<file path="src/rtl/wkup_pkg.sv">
package wkup_pkg;
  localparam int ADDR_W = 3;
  localparam logic [ADDR_W-1:0] A_WPOL  = 3'd0;
  localparam logic [ADDR_W-1:0] A_WMODE = 3'd1;
  localparam logic [ADDR_W-1:0] A_CTRL  = 3'd2;
  localparam logic [ADDR_W-1:0] A_WFLAG = 3'd3;
  localparam logic [ADDR_W-1:0] A_IPOL  = 3'd4;
  localparam logic [ADDR_W-1:0] A_IFLAG = 3'd5;
  localparam int WAKE_VECTOR = 9;
endpackage

</file>
<file path="src/rtl/wk_edge_catch.sv">
module wk_edge_catch #(
  parameter int W    = 8,
  parameter int SYNC = 2
) (
  input  logic         clk,
  input  logic         rst,
  input  logic [W-1:0] pin_in,
  input  logic [W-1:0] pol,
  input  logic [W-1:0] guard,
  output logic [W-1:0] hit
);
  localparam int LEN = SYNC + 1;

  for (genvar i = 0; i < W; i++) begin : g_bit
    logic [LEN-1:0] sh;
    logic now_v, old_v;

    always_ff @(posedge clk) begin
      if (rst) sh <= '0;
      else     sh <= {sh[LEN-2:0], pin_in[i]};
    end

    assign now_v  = sh[SYNC-1];
    assign old_v  = sh[SYNC];
    assign hit[i] = !guard[i] && (pol[i] ? (now_v && !old_v) : (!now_v && old_v));
  end
endmodule

</file>
<file path="src/rtl/wk_flag_bank.sv">
module wk_flag_bank #(
  parameter int W = 8
) (
  input  logic         clk,
  input  logic         rst,
  input  logic [W-1:0] set_in,
  input  logic         clr_we,
  input  logic [W-1:0] clr_data,
  output logic [W-1:0] flags
);
  logic [W-1:0] clr_mask;

  assign clr_mask = clr_we ? ~clr_data : '0;

  always_ff @(posedge clk) begin
    if (rst) flags <= '0;
    else     flags <= (flags & ~clr_mask) | set_in;
  end

  // a flag only rises when a set was presented on the edge before
  assert_set_only_R3: assert property (@(posedge clk) disable iff (rst)
    ((flags & ~$past(flags)) & ~$past(set_in)) == '0);

  // every presented set lands, even against a clearing write
  assert_set_wins_R4: assert property (@(posedge clk) disable iff (rst)
    (|set_in) |=> ((flags & $past(set_in)) == $past(set_in)));
endmodule

</file>
<file path="src/rtl/wkup_irq_ctrl.sv">
module wkup_irq_ctrl
  import wkup_pkg::*;
#(
  parameter int NWAKE = 8,
  parameter int NIRQ  = 4,
  parameter int DW    = 8,
  parameter int SYNC  = 2
) (
  input  logic              clk,
  input  logic              rst,
  input  logic [NWAKE-1:0]  wake_pin,
  input  logic [NIRQ-1:0]   irq_pin,
  input  logic              bus_sel,
  input  logic              bus_we,
  input  logic [ADDR_W-1:0] bus_addr,
  input  logic [DW-1:0]     bus_wdata,
  output logic [DW-1:0]     bus_rdata,
  input  logic              int_ack,
  output logic              wake_req,
  output logic [DW-1:0]     wake_vec,
  output logic [NIRQ-1:0]   irq_pend
);
  localparam logic [DW-1:0] VEC = DW'(WAKE_VECTOR);

  logic [NWAKE-1:0] wpol_q, wmode_q, wguard_q, whit, wset, wflags;
  logic [NIRQ-1:0]  ipol_q, iguard_q, ihit, iflags;
  logic             en_q, mask_q, req_q;
  logic [DW-1:0]    vec_q, rd_q, rd_mux;
  logic             wr, rd;

  assign wr = bus_sel && bus_we;
  assign rd = bus_sel && !bus_we;

  wk_edge_catch #(.W(NWAKE), .SYNC(SYNC)) u_wake_edge (
    .clk(clk), .rst(rst), .pin_in(wake_pin), .pol(wpol_q),
    .guard(wguard_q), .hit(whit));

  wk_edge_catch #(.W(NIRQ), .SYNC(SYNC)) u_irq_edge (
    .clk(clk), .rst(rst), .pin_in(irq_pin), .pol(ipol_q),
    .guard(iguard_q), .hit(ihit));

  assign wset = whit & wmode_q;

  wk_flag_bank #(.W(NWAKE)) u_wake_flags (
    .clk(clk), .rst(rst), .set_in(wset),
    .clr_we(wr && bus_addr == A_WFLAG), .clr_data(bus_wdata[NWAKE-1:0]),
    .flags(wflags));

  wk_flag_bank #(.W(NIRQ)) u_irq_flags (
    .clk(clk), .rst(rst), .set_in(ihit),
    .clr_we(wr && bus_addr == A_IFLAG), .clr_data(bus_wdata[NIRQ-1:0]),
    .flags(iflags));

  // configuration registers and polarity-change guards
  always_ff @(posedge clk) begin
    if (rst) begin
      wpol_q   <= '0;
      wmode_q  <= '0;
      ipol_q   <= '0;
      wguard_q <= '0;
      iguard_q <= '0;
      en_q     <= 1'b0;
      mask_q   <= 1'b1;
    end else begin
      wguard_q <= '0;
      iguard_q <= '0;
      if (wr) begin
        case (bus_addr)
          A_WPOL: begin
            wguard_q <= bus_wdata[NWAKE-1:0] ^ wpol_q;
            wpol_q   <= bus_wdata[NWAKE-1:0];
          end
          A_WMODE: wmode_q <= bus_wdata[NWAKE-1:0];
          A_CTRL: begin
            en_q   <= bus_wdata[0];
            mask_q <= bus_wdata[1];
          end
          A_IPOL: begin
            iguard_q <= bus_wdata[NIRQ-1:0] ^ ipol_q;
            ipol_q   <= bus_wdata[NIRQ-1:0];
          end
          default: ;
        endcase
      end
      if (int_ack) mask_q <= 1'b1;
    end
  end

  // request and vector
  always_ff @(posedge clk) begin
    if (rst) begin
      req_q <= 1'b0;
      vec_q <= '0;
    end else begin
      req_q <= (|wflags) && en_q && !mask_q;
      vec_q <= ((|wflags) && en_q && !mask_q) ? VEC : '0;
    end
  end

  // read path
  always_comb begin
    rd_mux = '0;
    case (bus_addr)
      A_WPOL:  rd_mux[NWAKE-1:0] = wpol_q;
      A_WMODE: rd_mux[NWAKE-1:0] = wmode_q;
      A_CTRL:  rd_mux[1:0]       = {mask_q, en_q};
      A_WFLAG: rd_mux[NWAKE-1:0] = wflags;
      A_IPOL:  rd_mux[NIRQ-1:0]  = ipol_q;
      A_IFLAG: rd_mux[NIRQ-1:0]  = iflags;
      default: rd_mux = '0;
    endcase
  end

  always_ff @(posedge clk) begin
    if (rst)     rd_q <= '0;
    else if (rd) rd_q <= rd_mux;
  end

  assign bus_rdata = rd_q;
  assign wake_req  = req_q;
  assign wake_vec  = vec_q;
  assign irq_pend  = iflags;

  // an accepted interrupt leaves the mask set
  assert_ack_masks_R5: assert property (@(posedge clk) disable iff (rst)
    int_ack |=> mask_q);

  // a request implies enable, no mask and a pending flag one edge earlier
  assert_req_gated_R6: assert property (@(posedge clk) disable iff (rst)
    wake_req |-> ($past(en_q) && !$past(mask_q) && (|$past(wflags))));

  // vector follows the request
  assert_vec_match_R7: assert property (@(posedge clk) disable iff (rst)
    wake_req |-> (wake_vec == VEC));
  assert_vec_idle_R7: assert property (@(posedge clk) disable iff (rst)
    !wake_req |-> (wake_vec == '0));

  // no flag rises on a bit whose polarity just changed
  assert_no_spurious_R8: assert property (@(posedge clk) disable iff (rst)
    ((wflags & ~$past(wflags)) & $past(wguard_q)) == '0);
endmodule

</file>
<file path="config.mk">
export PLATFORM = sky130hd
export DESIGN_NAME = wkup_irq_ctrl
export DESIGN_NICKNAME = d
export VERILOG_FILES = /design/src/rtl/wkup_pkg.sv /design/src/rtl/wk_edge_catch.sv /design/src/rtl/wk_flag_bank.sv /design/src/rtl/wkup_irq_ctrl.sv
export SDC_FILE = /design/constraint.sdc
export NUM_CORES = 1
export LEC_CHECK = 0
export BUFFER_PORTS_ARGS = -buffer_cell sky130_fd_sc_hd__buf_4
export CAP_MARGIN = 25
export CORE_MARGIN = 2
export CORE_UTILIZATION = 55
export CTS_BUF_LIST = sky130_fd_sc_hd__clkbuf_8
export CTS_CLUSTER_DIAMETER = 30
export DETAILED_ROUTE_END_ITERATION = 6
export GPL_TIMING_DRIVEN = 0
export PLACE_DENSITY = 0.77
export SYNTH_ARGS = -nofsm -noshare
export SYNTH_HDL_FRONTEND = slang
export SYNTH_SLANG_ARGS = --single-unit
</file>
<file path="constraint.sdc">
create_clock -name clk -period 2.9 [get_ports clk]
set_input_delay 0.29 -clock clk [delete_from_list [all_inputs] [get_ports clk]]
set_output_delay 0.29 -clock clk [all_outputs]
set_load 0.01 [all_outputs]
</file>
Yosys cells after proc, flatten, opt, wreduce, memory -nomap -nowiden
Cells that the tools add are included.
{ "totals": {"ff_bits": 99, "latchBits": 0, "out_inout_bits": 21, "n_memories": 0, "ram_bits": 0, "romBits": 0, "in_bits": 28} }
{ "classes": {"div": 0, "n_eq_ne": 5, "mul": 0, "n_addsub": 0, "bitwise": 14, "shifts": 0, "order_cmp": 0, "muxes": 18, "n_reduce_logical": 89} }
{ "ops": {"columns": ["op", "n"], "rows": [
  ["$logic_and A1 B1 Y1", 42],
  ["$logic_not A1 Y1", 38],
  ["$and A8 B8 Y8", 2],
  ["$not A8 Y8", 2],
  ["$mux W1", 12],
  ["$pmux W2 S6", 1],
  ["$pmux W4 S3", 1],
  ["$pmux W2 S5", 1],
  ["$mux W4", 2],
  ["$mux W8", 1],
  ["$not A4 Y4", 2],
  ["$or A8 B8 Y8", 1],
  ["$reduce_and A2 Y1", 4],
  ["$reduce_or A8 Y1", 1],
  ["$xor A8 B8 Y8", 1],
  ["$eq A3 B2 Y1 const B", 2],
  ["$eq A3 B3 Y1 const B", 2],
  ["$reduce_or A3 Y1", 2],
  ["$and A4 B4 Y4", 1],
  ["$or A4 B4 Y4", 1],
  ["$xor A4 B4 Y4", 1],
  ["$eq A3 B1 Y1 const B", 1],
  ["$logic_not A3 Y1", 1],
  ["$not A1 Y1", 3],
  ["$reduce_or A2 Y1", 1]
]} }

Longest topological paths before layout
{ "logic_depth": {"depth_word": 6, "depth_mapped": 6, "depth_no_buf": 4} }

Modules after synthesis
A second synthesis with hierarchy kept.
{ "hier_totals": {"cells_unflattened": 402, "area_unflattened_um2": 3880.0} }
{ "by_module_without_submodules": {"columns": ["module", "cells_per_inst", "area_per_inst_um2", "instances", "seq_area_each_um2"], "rows": [
  ["wkup_irq_ctrl", 242, 2085.8, 1, 860.8],
  ["wk_edge_catch (u_wake_edge)", 74, 820.8, 1, 480.5],
  ["wk_edge_catch (u_irq_edge)", 37, 410.4, 1, 240.2],
  ["wk_flag_bank (u_wake_flags)", 33, 377.9, 1, 160.2],
  ["wk_flag_bank (u_irq_flags)", 16, 185.2, 1, 80.1]
]} }

Worst setup path before layout
Ideal clock, no wire load.
{ "synth_timing": {"path_type": "input-to-reg", "startpoint": "in bus_addr[0]", "endpoint": "reg rd_q[2] (netlist: bus_rdata[2])", "path_stages": 6, "setup_time_ns": 0.132, "t_required_ns": 2.768, "arrival_ns": 1.143, "slack_ns": 1.624, "path_cell_list": "buf_2 > and2_1 > buf_2 > a32o_1 > o21ai_1 > a21oi_1"} }
{ "synth_via": {"elab_chain_len": 2} }
{ "synth_lines": {"columns": ["item", "line_no", "rtl"], "rows": [
  ["start: declaration", "wkup_irq_ctrl.sv:15", "input logic [ADDR_W-1:0] bus_addr,"],
  ["$eq A3 B3 Y1, or another cell as far along", "wkup_irq_ctrl.sv:103", "case (bus_addr)"],
  ["$pmux W2 S5 (*)", "wkup_irq_ctrl.sv:103", null],
  ["end signal: assignment", "wkup_irq_ctrl.sv:116", "else if (rd) rd_q <= rd_mux;"],
  ["end: declaration", "wkup_irq_ctrl.sv:28", "logic [DW-1:0] vec_q, rd_q, rd_mux;"]
]} }
Every way passes the cells marked *; elsewhere a longest branch is shown, timed or not.
A chain may end at the register's enable or synchronous reset.

Worst setup path after layout
Same ends and word-level chain as after synthesis.

==> results.yml <==
floorplanning:
  rows: 29
  core_area_um2: 6350
  die-area_um2: 7190
  die_y_um: 84.8
  ioPinCount: 49
  fp.dieW_um: 84.8
  start_util: 0.566
clock_network:
  cts.root.buffer_cell: "clkbuf_8"
  holdBufCountCts: 0
  clock_path_buffers: 2
  htreeDepth: 3
  cts_resized: 0
  clock_latency_ns: 0.36
  post-cts-setup-buffers: 0
  cts_tree: "yes"
  cts_buffers: 9
  clk_pin_slew_ns: 0.09
  cts_sinks: 91
sta:
  setup_viol: 0
  worst_pin_slew_ns: 0.725
  finalCritPeriodShare: 0.443
  fin_skew_ns: 0.00622
  period_needed_ns: 1.29
  fmax_mhz: 778
  fin_setup_tns_ns: 0
  rsz0062_at_grt: "false"
  hold_violations: 0
  setup_ws_ns: 1.61
  slew_headroom: 0.516
  slew_violations: 0
layout:
  diodes: 0
  fillers: 544
  multiInputGateArea_um2: 1620
  nNetsFinal: 476
  drive_gt1_frac: 0.190
  area_growth_pct: 17.2
  regArea_um2: 1820
critical_path:
  crit_chain: "buf_2 > nand2b_1 > clkbuf_1 > o32ai_1 > o21ai_1 > a21oi_1"
  critPathKind: "input pin to register"
  worstPathRequired_ns: 3.13
  worstRegToRegCells: 4
  cp_num_buf_inv: 2
  worstPathArrival_ns: 1.52
  cp-end-kind: "register"
  cp_top_family: "buffers and inverters"
  crit_fanout: 10
  reg2reg_from: "wpol_q[3]$_SDFFE_PP0P_"
  reg2reg_slack_ns: 1.62
  rr_endpoint: "u_wake_flags.flags[3]$_SDFF_PP0_"
  critPathLaunchType: "input pin"
  critPathMaxStageDelay_ns: 0.43
  cpMaxStageDelayCell: "clkbuf_1"
placed_design:
  place_ws_ns: 1.29
  dp_hpwl_mm: 5.40
  io_buffers: 37
  globalplace.congestion: 0.940
power_and_ir_drop:
  leakage_nw: 1.62
  power.density_nw_per_um2: 576
  power_mw: 2.42
  max-vdd-ir-drop_uv: 420
detailed_routing:
  via_count: 2919
  firstDrtPassIters: 5
  ant_nets: 0
  wl_per_cell_um: 15.1
  routed_wl_mm: 7.96
  via_per_inst: 5.52
  drt_iter0_drc: 229
  remaining_drc_errors: 0
flow_run:
  cap_violations: 0
synth:
  synth_common_cells: "dfxtp_1, nor2b_1, nand2_1"
  synth_top_cell_area_share: 0.507
  synthTopCellsByArea: "dfxtp_1, nor2b_1, a21oi_1"
  ys_warn_count: 0
  yosys.cell_count.top_type: "dfxtp_1"
  synth_cell_types: 39
  postSynthAreaPerCell_um2: 9.09
  netlist.top_cell.by_area: "dfxtp_1"
  async_flop_share: 0
  seq_area_frac_synth: 0.507
  synth_ff_type: "dfxtp_1"
  synth-seq-cells: 91
  syn_area_um2: 3590
  syn_inst: 395
  synth_edf_count: 0
worst_hold_path:
  hold_depth: 3
  whs_endpoint: "mask_q$_SDFFE_PP1P_"
  min-delay-start: "int_ack"
  hold_path.class: "input pin to register"
global_route:
  antenna_found_initial: 0
  grt_pass1_wl_mm: 13.2
  track_usage: 0.236
  grt_pass1_vias: 2720
  grt_max_degree: 16
  grt_overflow_total: 0
status:
  outcome: "completed"
flip-flops by register name, summed over array words and instances (netlist names):
register / flops
wmode_q: 8
wguard_q: 8
u_wake_flags.flags: 8
wpol_q: 8
iguard_q: 4
bus_rdata: 8
ipol_q: 4
wake_vec: 1
u_wake_edge.g_bit.sh: 24
u_irq_edge.g_bit.sh: 12
u_irq_flags.flags: 4
en_q: 1
mask_q: 1
cells by family (layout without fill, tap and decap cells):
family                 count (synthesis)  count (layout)  synth area share
multiplexers                          16              16            0.0449
AO/OA/AOI/OAI                         84              84             0.131
other                                  1               6           0.00104
XOR/XNOR                              12              12            0.0293
buffers and inverters                 32              84            0.0484
AND/OR/NAND/NOR                      159             159             0.238
flip-flops                            91              91             0.507
power breakdown:
group          leakage, nW  switching (mW)  internal, mW
registers            0.740          0.0146          1.28
clock network        0.107           0.447         0.510
logic                0.774          0.0979        0.0772
worst max path at each step:
stage	startpoint	end	depth (start not counted)
floorplan	bus_addr[0]	bus_rdata[2]$_SDFFE_PP0P_	6
global placement	bus_addr[0]	bus_rdata[2]$_SDFFE_PP0P_	6
detailed placement	bus_addr[0]	bus_rdata[2]$_SDFFE_PP0P_	6
CTS	wpol_q[3]$_SDFFE_PP0P_	u_wake_flags.flags[3]$_SDFF_PP0_	4
global route	wpol_q[3]$_SDFFE_PP0P_	u_wake_flags.flags[3]$_SDFF_PP0_	4
finish	bus_addr[0]	bus_rdata[2]$_SDFFE_PP0P_	6
cells in the final DEF, fill, tap and decap left out, drive strengths merged, types with 3 or more instances in the layout:
cell,instances
dfxtp,91
conb,6
or3b,7
a22o,4
nand3,12
nand2b,6
buf,58
nand3b,12
a21oi,32
nand2,39
nor2b,40
o21ai,37
clkbuf,19
mux2i,15
inv,3
xnor2,12
a21o,4
nor2,33
layer usage:
layer  track usage  up-vias  part of all wire
li1              -     1426                 -
met1         0.322     1350              0.45
met2         0.370      121              0.45
met3        0.0399       22             0.071
met4         0.107        0             0.025
met5             0        -                 0
area by class of cell:
cell class                 count  share of cell area
timing repair buffer          37              0.0660
sequential                    91               0.433
clock inverter                 5              0.0205
inverter                       2             0.00178
buffer                        30              0.0395
tap                           77              0.0229
multi-input combinational    277               0.384
clock buffer                  10              0.0327
tightest hold or removal path: cells and delay by family:
family | cells | cell delay (ns)
buffers and inverters | 1 | 0.08
AND/OR/NAND/NOR | 2 | 0.08
per-stage QoR:
stage          instances   util  hold slack (ns)  instance area, um^2
3_3_place_gp         514  0.628            0.416                 3990
4_1_cts              529  0.663            0.111                 4210
2_1_floorplan        400      -            0.386                 3610
5_1_grt              529  0.663            0.137                 4210
6_report             529  0.663            0.115                 4210
3_5_place_dp         514  0.628            0.424                 3990
(Power assumes the default switching activity.)
